==> config.mk <==
export PLATFORM = sky130hd
export DESIGN_NAME = pflash_engine
export DESIGN_NICKNAME = d
export VERILOG_FILES = /design/src/rtl/pflash_pkg.sv /design/src/rtl/pflash_engine.sv
export SDC_FILE = /design/constraint.sdc
export NUM_CORES = 1
export LEC_CHECK = 0
export ABC_AREA = 1
export BUFFER_PORTS_ARGS = -buffer_cell sky130_fd_sc_hd__buf_2
export CORE_ASPECT_RATIO = 0.8
export CORE_MARGIN = 1.5
export CORE_UTILIZATION = 25
export CTS_CLUSTER_SIZE = 24
export DETAILED_ROUTE_END_ITERATION = 12
export GPL_ROUTABILITY_DRIVEN = 0
export PLACE_DENSITY = 0.46
export SLEW_MARGIN = 10
export SYNTH_ARGS = -nofsm -noshare
export SYNTH_HDL_FRONTEND = slang
export SYNTH_SLANG_ARGS = --single-unit
export TNS_END_PERCENT = 100
==> constraint.sdc <==
create_clock -name clk -period 1.6 [get_ports clk]
set_clock_uncertainty 0.05 [all_clocks]
set_input_delay 0.08 -clock clk [delete_from_list [all_inputs] [get_ports clk]]
set_output_delay 0.08 -clock clk [all_outputs]
set_load 0.01 [all_outputs]
==> src/rtl/pflash_pkg.sv <==
package pflash_pkg;
  localparam int CMD_AW = 11;
  localparam int BYTE_W = 8;

  localparam logic [CMD_AW-1:0] ADR_A = 11'h555;
  localparam logic [CMD_AW-1:0] ADR_B = 11'h2AA;

  localparam logic [BYTE_W-1:0] K_UNLK1 = 8'hAA;
  localparam logic [BYTE_W-1:0] K_UNLK2 = 8'h55;
  localparam logic [BYTE_W-1:0] K_ESET  = 8'h80;
  localparam logic [BYTE_W-1:0] K_PROG  = 8'hA0;
  localparam logic [BYTE_W-1:0] K_IDIN  = 8'h90;
  localparam logic [BYTE_W-1:0] K_IDOUT = 8'hF0;
  localparam logic [BYTE_W-1:0] K_CHIP  = 8'h10;
  localparam logic [BYTE_W-1:0] K_SECT  = 8'h30;
  localparam logic [BYTE_W-1:0] K_BLK   = 8'h50;

  typedef enum logic [2:0] {
    SQ_IDLE, SQ_U1, SQ_U2, SQ_ESET, SQ_EU1, SQ_EU2, SQ_PROG
  } seq_t;

  typedef enum logic [2:0] {
    EN_IDLE, EN_PRD, EN_PWR, EN_WIPE, EN_HOLD
  } eng_t;

  typedef enum logic [1:0] {
    RG_SECT, RG_BLK, RG_CHIP
  } region_t;
endpackage

==> src/rtl/pflash_engine.sv <==
module pflash_engine
  import pflash_pkg::*;
#(
  parameter int ADDR_W       = 11,
  parameter int SECT_AW      = 5,
  parameter int BLK_SW       = 4,
  parameter int PROG_CYCLES  = 40,
  parameter int ERASE_CYCLES = 100
) (
  input  logic              clk,
  input  logic              rst,
  input  logic              go_prog,
  input  logic              go_erase,
  input  region_t           go_rgn,
  input  logic [ADDR_W-1:0] op_addr,
  input  logic [BYTE_W-1:0] op_data,
  input  logic [BYTE_W-1:0] m_q,
  output logic              busy,
  output logic              is_prog,
  output logic              prog_b7,
  output logic              m_own,
  output logic [ADDR_W-1:0] m_addr,
  output logic              m_we,
  output logic [BYTE_W-1:0] m_wd
);
  localparam int BLK_AW  = SECT_AW + BLK_SW;
  localparam int LIM_MAX = (PROG_CYCLES > ERASE_CYCLES) ? PROG_CYCLES : ERASE_CYCLES;
  localparam int TMR_W   = $clog2(LIM_MAX + 1) + 1;
  localparam logic [ADDR_W-1:0] SECT_MSK = ADDR_W'((64'd1 << SECT_AW) - 64'd1);
  localparam logic [ADDR_W-1:0] BLK_MSK  = ADDR_W'((64'd1 << BLK_AW) - 64'd1);

  eng_t              st;
  logic [ADDR_W-1:0] ptr, last;
  logic [BYTE_W-1:0] pdata;
  logic [TMR_W-1:0]  timer, lim;
  logic [ADDR_W-1:0] msk;

  always_comb begin
    case (go_rgn)
      RG_SECT: msk = SECT_MSK;
      RG_BLK:  msk = BLK_MSK;
      default: msk = '1;
    endcase
  end

  assign lim     = is_prog ? TMR_W'(PROG_CYCLES - 1) : TMR_W'(ERASE_CYCLES - 1);
  assign busy    = (st != EN_IDLE);
  assign m_own   = (st == EN_PRD) || (st == EN_PWR) || (st == EN_WIPE);
  assign m_we    = (st == EN_PWR) || (st == EN_WIPE);
  assign m_wd    = (st == EN_PWR) ? (m_q & pdata) : '1;
  assign m_addr  = ptr;
  assign prog_b7 = pdata[BYTE_W-1];

  always_ff @(posedge clk) begin
    if (rst) begin
      st      <= EN_IDLE;
      ptr     <= '0;
      last    <= '0;
      pdata   <= '0;
      timer   <= '0;
      is_prog <= 1'b0;
    end else begin
      if (st != EN_IDLE && timer != {TMR_W{1'b1}}) timer <= timer + 1'b1;
      case (st)
        EN_IDLE: begin
          timer <= '0;
          if (go_prog) begin
            st      <= EN_PRD;
            ptr     <= op_addr;
            pdata   <= op_data;
            is_prog <= 1'b1;
          end else if (go_erase) begin
            st      <= EN_WIPE;
            ptr     <= op_addr & ~msk;
            last    <= op_addr | msk;
            is_prog <= 1'b0;
          end
        end
        EN_PRD: st <= EN_PWR;
        EN_PWR: st <= EN_HOLD;
        EN_WIPE: begin
          ptr <= ptr + 1'b1;
          if (ptr == last) st <= EN_HOLD;
        end
        EN_HOLD: if (timer >= lim) st <= EN_IDLE;
        default: st <= EN_IDLE;
      endcase
    end
  end

  AST_NO_START_BUSY: assert property (@(posedge clk) disable iff (rst)
    busy |-> !(go_prog || go_erase));
endmodule

==> impl_results.md, run 1 <==
- Layout net count: approximately 420
- Detailed Place HPWL: around 4600 um
- Die Width: about 100 um
- Slew Viols, Final: 0
- Buffer and inverter count on the worst path: 0
- RSZ-0062 raised after global routing: yes
- Critical-path cell list: ha_2, nand3_2, nor2_4, nand4_1, nor2_2, or2_2, nand2_1, a21oi_2
- Most common cell after layout, fill and taps aside: nand2_1
- Max Fclk: roughly 660 MHz
- Worst slew margin: 0.820
- Syn_area_per_cell: approximately 6.8 um2
- Min Tclk post-route: 1.51 ns
- Layout Cells excl Fill: 493
- Ranking of synthesized cells by area: dfxtp_1 (37%), nand2_1 (11%), nor2_1 (7.4%)
- Largest net degree at the start of global routing: 16
- WL per Instance: approximately 12 um
- Reg2reg path depth: 8
- CP delay by family, top: simple AND/OR/NAND/NOR gates
- Drt drc: 0
- CP Class: reg -> reg
- Post-synth top area cell: dfxtp_1
- Status: finished clean
- Hold EP: m_addr[0]
- Peak supply drop: 0.000389 V
- Worst Path Arrival: roughly 1.7 ns
- Worst Hold Depth: 3
- Post-synthesis cell type count: 32
- GRT overflow: 0
- Worst EP required: approximately 1.8 ns
- Final setup fails: 0
- Worst r2r src: m_addr[0]
- CTS buffer count: 5
- Startpoint types: register
- Inst Count DP: about 470
- Layout area overhead: 41.8%
- Final Util: 0.366
- H-tree levels: 2
- Sequential area share after synthesis: 0.373
- Total track usage: 0.142
- Total Wirelength: 5980 um
- Share of layout cells above drive strength 1: 0.294
- FF+latch count, synth: 38
- Hold Vio Cnt, Final: 0
- Hold Path Class: in -> reg
- I/O Pins: 57
- Core footprint: 0.00791 mm2
- Vias in the first global route: between 1,500 and 2,000
- Max-cap violations: 0
- Initial core utilization: 0.258
- Worst path slowest cell: dfxtp_1
- Clock-pin slew on the worst setup and hold paths: about 0.080 ns
- DR vias: around 2,200
- Synthesized instance count: ~300
- First-pass GRT wire length: 9800 um
- Setup WS pre-CTS: between 0.03 and 0.04 ns
- R2R Setup Slk: 0.09 ns
- Worst-margin pin slew: around 0.27 ns
- Cell Area, Synth: a little over 0.002 mm2
- Number of diodes: 0
- Initial antenna violation count: 0
- CTS tree: done
- Synth warn: 0
- Die Y: between 80 and 90 um
- Clk Latency, worst-skew pair: 0.30 ns
- Setup crit end kind: register
- Vias per cell: 4.37
- R2r endpoint: m_addr[10]
- Period utilization: 0.946
- Clk sink count: 38
- HP Start: op_addr[0]
- Crit-path max FO: 3
- Clock buffer depth: 2
- Die footprint: approximately 0.0087 mm2
- DR pass1 iterations: 4
- Synth top area share: 0.373
- Rows: 29
- Delay of the slowest critical-path stage: around 0.34 ns
- Pleak: 1.24 nW
- Port bufs: 56
- Hold slack: around 0.011 ns
- Clk root buf: clkbuf_8
- Power per cell area: ~1300 mW/mm2
- Mapped Nets: 338
- DRT iter0 DRCs: 91
- Most frequent cells in the layout: nand2_1 (61), buf_2 (56), nor2_1 (37)
- Antenna Nets Post-Route: 0
- Post-route setup slack: ~0.087 ns
==> metrics by stage <==
step                      power (mW)  area (um2)  TNS [ns]
after global routing            4.02        2890   -0.0541
after global placement          2.64        2530         0
after CTS                       3.69        2780         0
final                           3.74        2890         0
after detailed placement        2.64        2530         0
after floorplan                 2.12        2040         0
==> worst max path at each step <==
stage / from / endpoint / slack (ns) / cells past startpoint
detailed placement: timer[0] / timer[4] / 0.03 / 8
floorplan: m_addr[1] / m_addr[10] / 0.15 / 8
global placement: m_addr[0] / m_addr[10] / 0.03 / 8
CTS: timer[0] / timer[4] / 0.007 / 8
global route: m_addr[0] / m_addr[10] / -0.04 / 8
finish: m_addr[0] / m_addr[10] / 0.09 / 8
==> sequential cells by signal, summed over array words and instances (netlist names) <==
name / cells
pdata: 8
st: 3
m_addr: 11
is_prog: 1
timer: 8
last: 7
==> power breakdown <==
part | internal [mW] | leakage (nW) | switching, mW | total (mW)
logic | 0.588 | 0.860 | 0.827 | 1.42
registers | 1.13 | 0.315 | 0.185 | 1.32
clock network | 0.625 | 0.0683 | 0.388 | 1.01
total | 2.34 | 1.24 | 1.40 | 3.74
==> cells in the mapped netlist <==
cell type / n
inv_2: 4
ha_1: 4
nand3b_1: 1
inv_1: 34
a211oi_1: 1
a31oi_1: 10
xor2_1: 5
xnor2_1: 4
nand4_1: 3
o211ai_1: 3
nand2_2: 2
nor2_1: 40
o21ai_0: 23
nor2_4: 2
clkbuf_2: 1
o31ai_1: 1
o21ai_1: 5
clkinv_1: 1
nand3_2: 2
or2_2: 1
nor2_2: 3
nor3_1: 11
buf_2: 2
nand2_4: 1
dfxtp_1: 38
a21oi_1: 15
nand2_1: 62
nand3_1: 16
buf_6: 1
clkbuf_1: 3
nor3b_1: 1
o21ai_2: 1
==> layer usage <==
| layer | vias up | part of all wire | GRT usage |
|---|---|---|---|
| met5 | - | 0 | 0 |
| met4 | 0 | 0.0087 | 0.0379 |
| met3 | 4 | 0.041 | 0.0375 |
| met2 | 49 | 0.40 | 0.204 |
| met1 | 944 | 0.55 | 0.207 |
| li1 | 1157 | - | - |
==> layout make-up <==
class	instances	area, um2
fill	893	5020
multi-input combinational	217	1160
sequential	38	768
timing repair buffer	83	541
inverter	39	149
tap	108	135
clock buffer	5	68.8
clock inverter	3	68.8
==> tightest hold or removal path, delay by kind of cell <==
family,cells,cell delay (ns)
compound gates,1,0.07
simple gates,1,0.06
buf+inv,1,0.10
==> what timing repair did <==
action	CTS	global route
setup buffers	0	3
hold endpoints to repair	12	1
gates resized for setup	0	24
hold buffers	12	1
setup endpoints to repair	0	11
==> cell families after synthesis <==
logic type               count (synthesis)  share of synthesized area
buffers and inverters                   46                     0.0901
XOR/XNOR                                 9                     0.0386
AO/OA/AOI/OAI                           59                      0.159
AND/OR/NAND/NOR                        145                      0.315
adder cells (fa/ha/maj)                  4                     0.0245
flip-flops                              38                      0.373
Note: power is estimated with default switching activity, not from simulation.
==> run 2, diff against run 1 <==
--- a/config.mk
+++ b/config.mk
@@ -5,7 +5,6 @@
 export SDC_FILE = /design/constraint.sdc
 export NUM_CORES = 1
 export LEC_CHECK = 0
-export ABC_AREA = 1
 export BUFFER_PORTS_ARGS = -buffer_cell sky130_fd_sc_hd__buf_2
 export CORE_ASPECT_RATIO = 0.8
 export CORE_MARGIN = 1.5
==> run 2 against run 1 <==
Effect of this change: cell area grew 2.1%; highest routed layer unchanged; fmax down 4.1%; critical path depth fell by 4; first-iteration DRC count rose by 89%; critical endpoint is now st[1]; critical path type unchanged; sequential power up 14%.
==> impl_results.md, run 2 <==
- Largest net degree at the start of global routing: 28
- CP delay by family, top: simple AND/OR/NAND/NOR gates
- Ranking of synthesized cells by area: dfxtp_1 (36%), nand2_1 (7.5%), a21oi_1 (5.5%)
- CP endpoint: st[1]
- Max-cap violations: 0
- Worst path slowest cell: or3_4
- RSZ-0062 raised after global routing: yes
- Design area: 0.00295 mm2
- Worst r2r src: m_addr[1]
- Hold Vio Cnt, Final: 0
- Die footprint: between 0.008 and 0.009 mm2
- Sequential area share after synthesis: 0.364
- WL per Instance: about 14 um
- R2R Setup Slk: between 0.02 and 0.025 ns
- Worst-margin pin slew: approximately 0.32 ns
- Synth warn: 0
- DR pass1 iterations: 5
- Total Wirelength: about 6700 um
- I/O Pins: 57
- Mapped Nets: 306
- First-pass GRT wire length: around 11,000 um
- GRT overflow: 0
- Clk root buf: clkbuf_8
- Rows: 29
- Hold Path Class: in -> reg
- Synthesized instance count: 269
- Crit-path max FO: 5
- Power, Total: around 4.7 mW
- Power per cell area: 1600 mW/mm2
- CTS tree: done
- Worst EP required: about 1.7 ns
- Total track usage: 0.158
- Clock buffer depth: 2
- Top-count cell post-synth: nand2_1
- Layout area overhead: 41.3%
- Max Fclk: ~630 MHz
- Final setup fails: 0
- Post-synth top area cell: dfxtp_1
- Period utilization: 0.986
- Drt drc: 0
- Core footprint: 0.00802 mm2
- Min Tclk post-route: roughly 1.6 ns
- Worst Path Arrival: ~1.7 ns
- Critical Path Source: m_addr[1]
- Max reg flops: 11
- CTS buffer count: 5
- Clk sink count: 38
- Clk Latency, worst-skew pair: 0.29 ns
- FF+latch count, synth: 38
- Setup crit end kind: register
- Most frequent cells in the layout: buf_2 (56), nand2_1 (42), buf_4 (37)
- Port bufs: 56
- Critical-path cell list: nor4_1, a22oi_1, or3_4, a41o_2
- Layout net count: 401
- Post-synth EDFFs: 0
- R2r endpoint: st[1]
- Buffer and inverter count on the worst path: 0
- Clock-pin slew on the worst setup and hold paths: around 0.080 ns
- Number of diodes: 0
- Reg2reg path depth: 4
- Worst slew margin: 0.786
- H-tree levels: 2
- Peak supply drop: ~0.00048 V
- DRT iter0 DRCs: 172
- Share of layout cells above drive strength 1: 0.359
- Initial core utilization: 0.261
- Die Y: roughly 85 um
- Pleak: 1.25 nW
- Detailed Place HPWL: approximately 5000 um
- FFs w/ async S/R, synth: 0
- Levels on crit path: 4
- Startpoint types: register
- Vias in the first global route: around 2,300
- Synth top area share: 0.364
- Delay of the slowest critical-path stage: a little over 0.4 ns
- CP Class: reg -> reg
- Post-synth top cells: nand2_1 (42), dfxtp_1 (38), nor2_1 (29)
- Vias per cell: approximately 4.9
- Most common cell after layout, fill and taps aside: buf_2
- Post-synthesis cell type count: between 50 and 60
- Slew Viols, Final: 0
- Status: finished clean
- Syn_area_per_cell: about 7.8 um2
- Antenna Nets Post-Route: 0
- Post-synth top flop: dfxtp_1
- DR vias: about 2,300
- Die Width: 105 um
- Initial antenna violation count: 0
- Post-place instance area: approximately 0.0027 mm2
- Cell Area, Synth: approximately 0.0021 mm2
## run 2: power by group
| part | leakage (nW) | switching (mW) | internal, mW | total [mW] |
|---|---|---|---|---|
| Combinational | 0.888 | 1.33 | 1.21 | 2.54 |
| Sequential | 0.316 | 0.260 | 1.24 | 1.50 |
| Clock | 0.0482 | 0.346 | 0.348 | 0.695 |
## run 2: through the flow
stage | setup TNS, ns | util | instances | hold slack, ns | setup WS [ns]
2_1_floorplan | -0.00284 | - | 269 | 0.166 | -0.00284
3_3_place_gp | 0 | 0.338 | 455 | 0.275 | 0.00120
3_5_place_dp | -0.0182 | 0.338 | 455 | 0.277 | -0.0178
4_1_cts | 0 | 0.360 | 471 | 0.0323 | 0.000348
5_1_grt | -0.0200 | 0.368 | 473 | 0.0467 | -0.0200
6_report | 0 | 0.368 | 473 | 0.0391 | 0.0223
## run 2: worst min-delay path, stage by stage
cell and delay (ns):
buf_2 0.12, nand2_1 0.06, a311oi_1 0.08
## run 2: cell type report
class,instances,area [um2]
clock inverter,1,5.00
fill,866,5060
tap,108,135
multi-input combinational,208,1240
inverter,7,26.3
clock buffer,7,86.3
timing repair buffer,104,681
sequential,38,777
## run 2: layer usage
metal,vias up,global-route usage,wire length (um)
li1,1162,-,-
met1,1080,0.219,3370
met2,82,0.240,2890
met3,8,0.0404,406
met4,0,0.0461,81
met5,-,0,0
## run 2: worst min-delay path by stage
stage	depth (start not counted)	slack (ns)	startpoint	endpoint
final	3	0.04	op_addr[5]	m_addr[5]
after global placement	3	0.28	op_data[2]	pdata[2]
after CTS	3	0.03	op_addr[5]	m_addr[5]
after floorplan	2	0.17	op_data[0]	pdata[0]
after global routing	3	0.05	op_addr[5]	m_addr[5]
after detailed placement	3	0.28	op_data[0]	pdata[0]
## run 2: what timing repair did
action,4_1_cts,5_1_grt
hold buffers,8,0
setup buffers,0,2
pin swaps,0,5
setup endpoints to repair,11,22
gates resized for setup,4,18
endpoints found under the hold margin,8,0
## run 2: logic make-up after synthesis
logic type	Yosys count	share of synthesized area
AO/OA/AOI/OAI	65	0.212
XOR/XNOR	11	0.0461
adder cells (fa/ha/maj)	4	0.0239
buffers and inverters	23	0.0539
flip-flops	38	0.364
multiplexers	1	0.00479
AND/OR/NAND/NOR	127	0.296
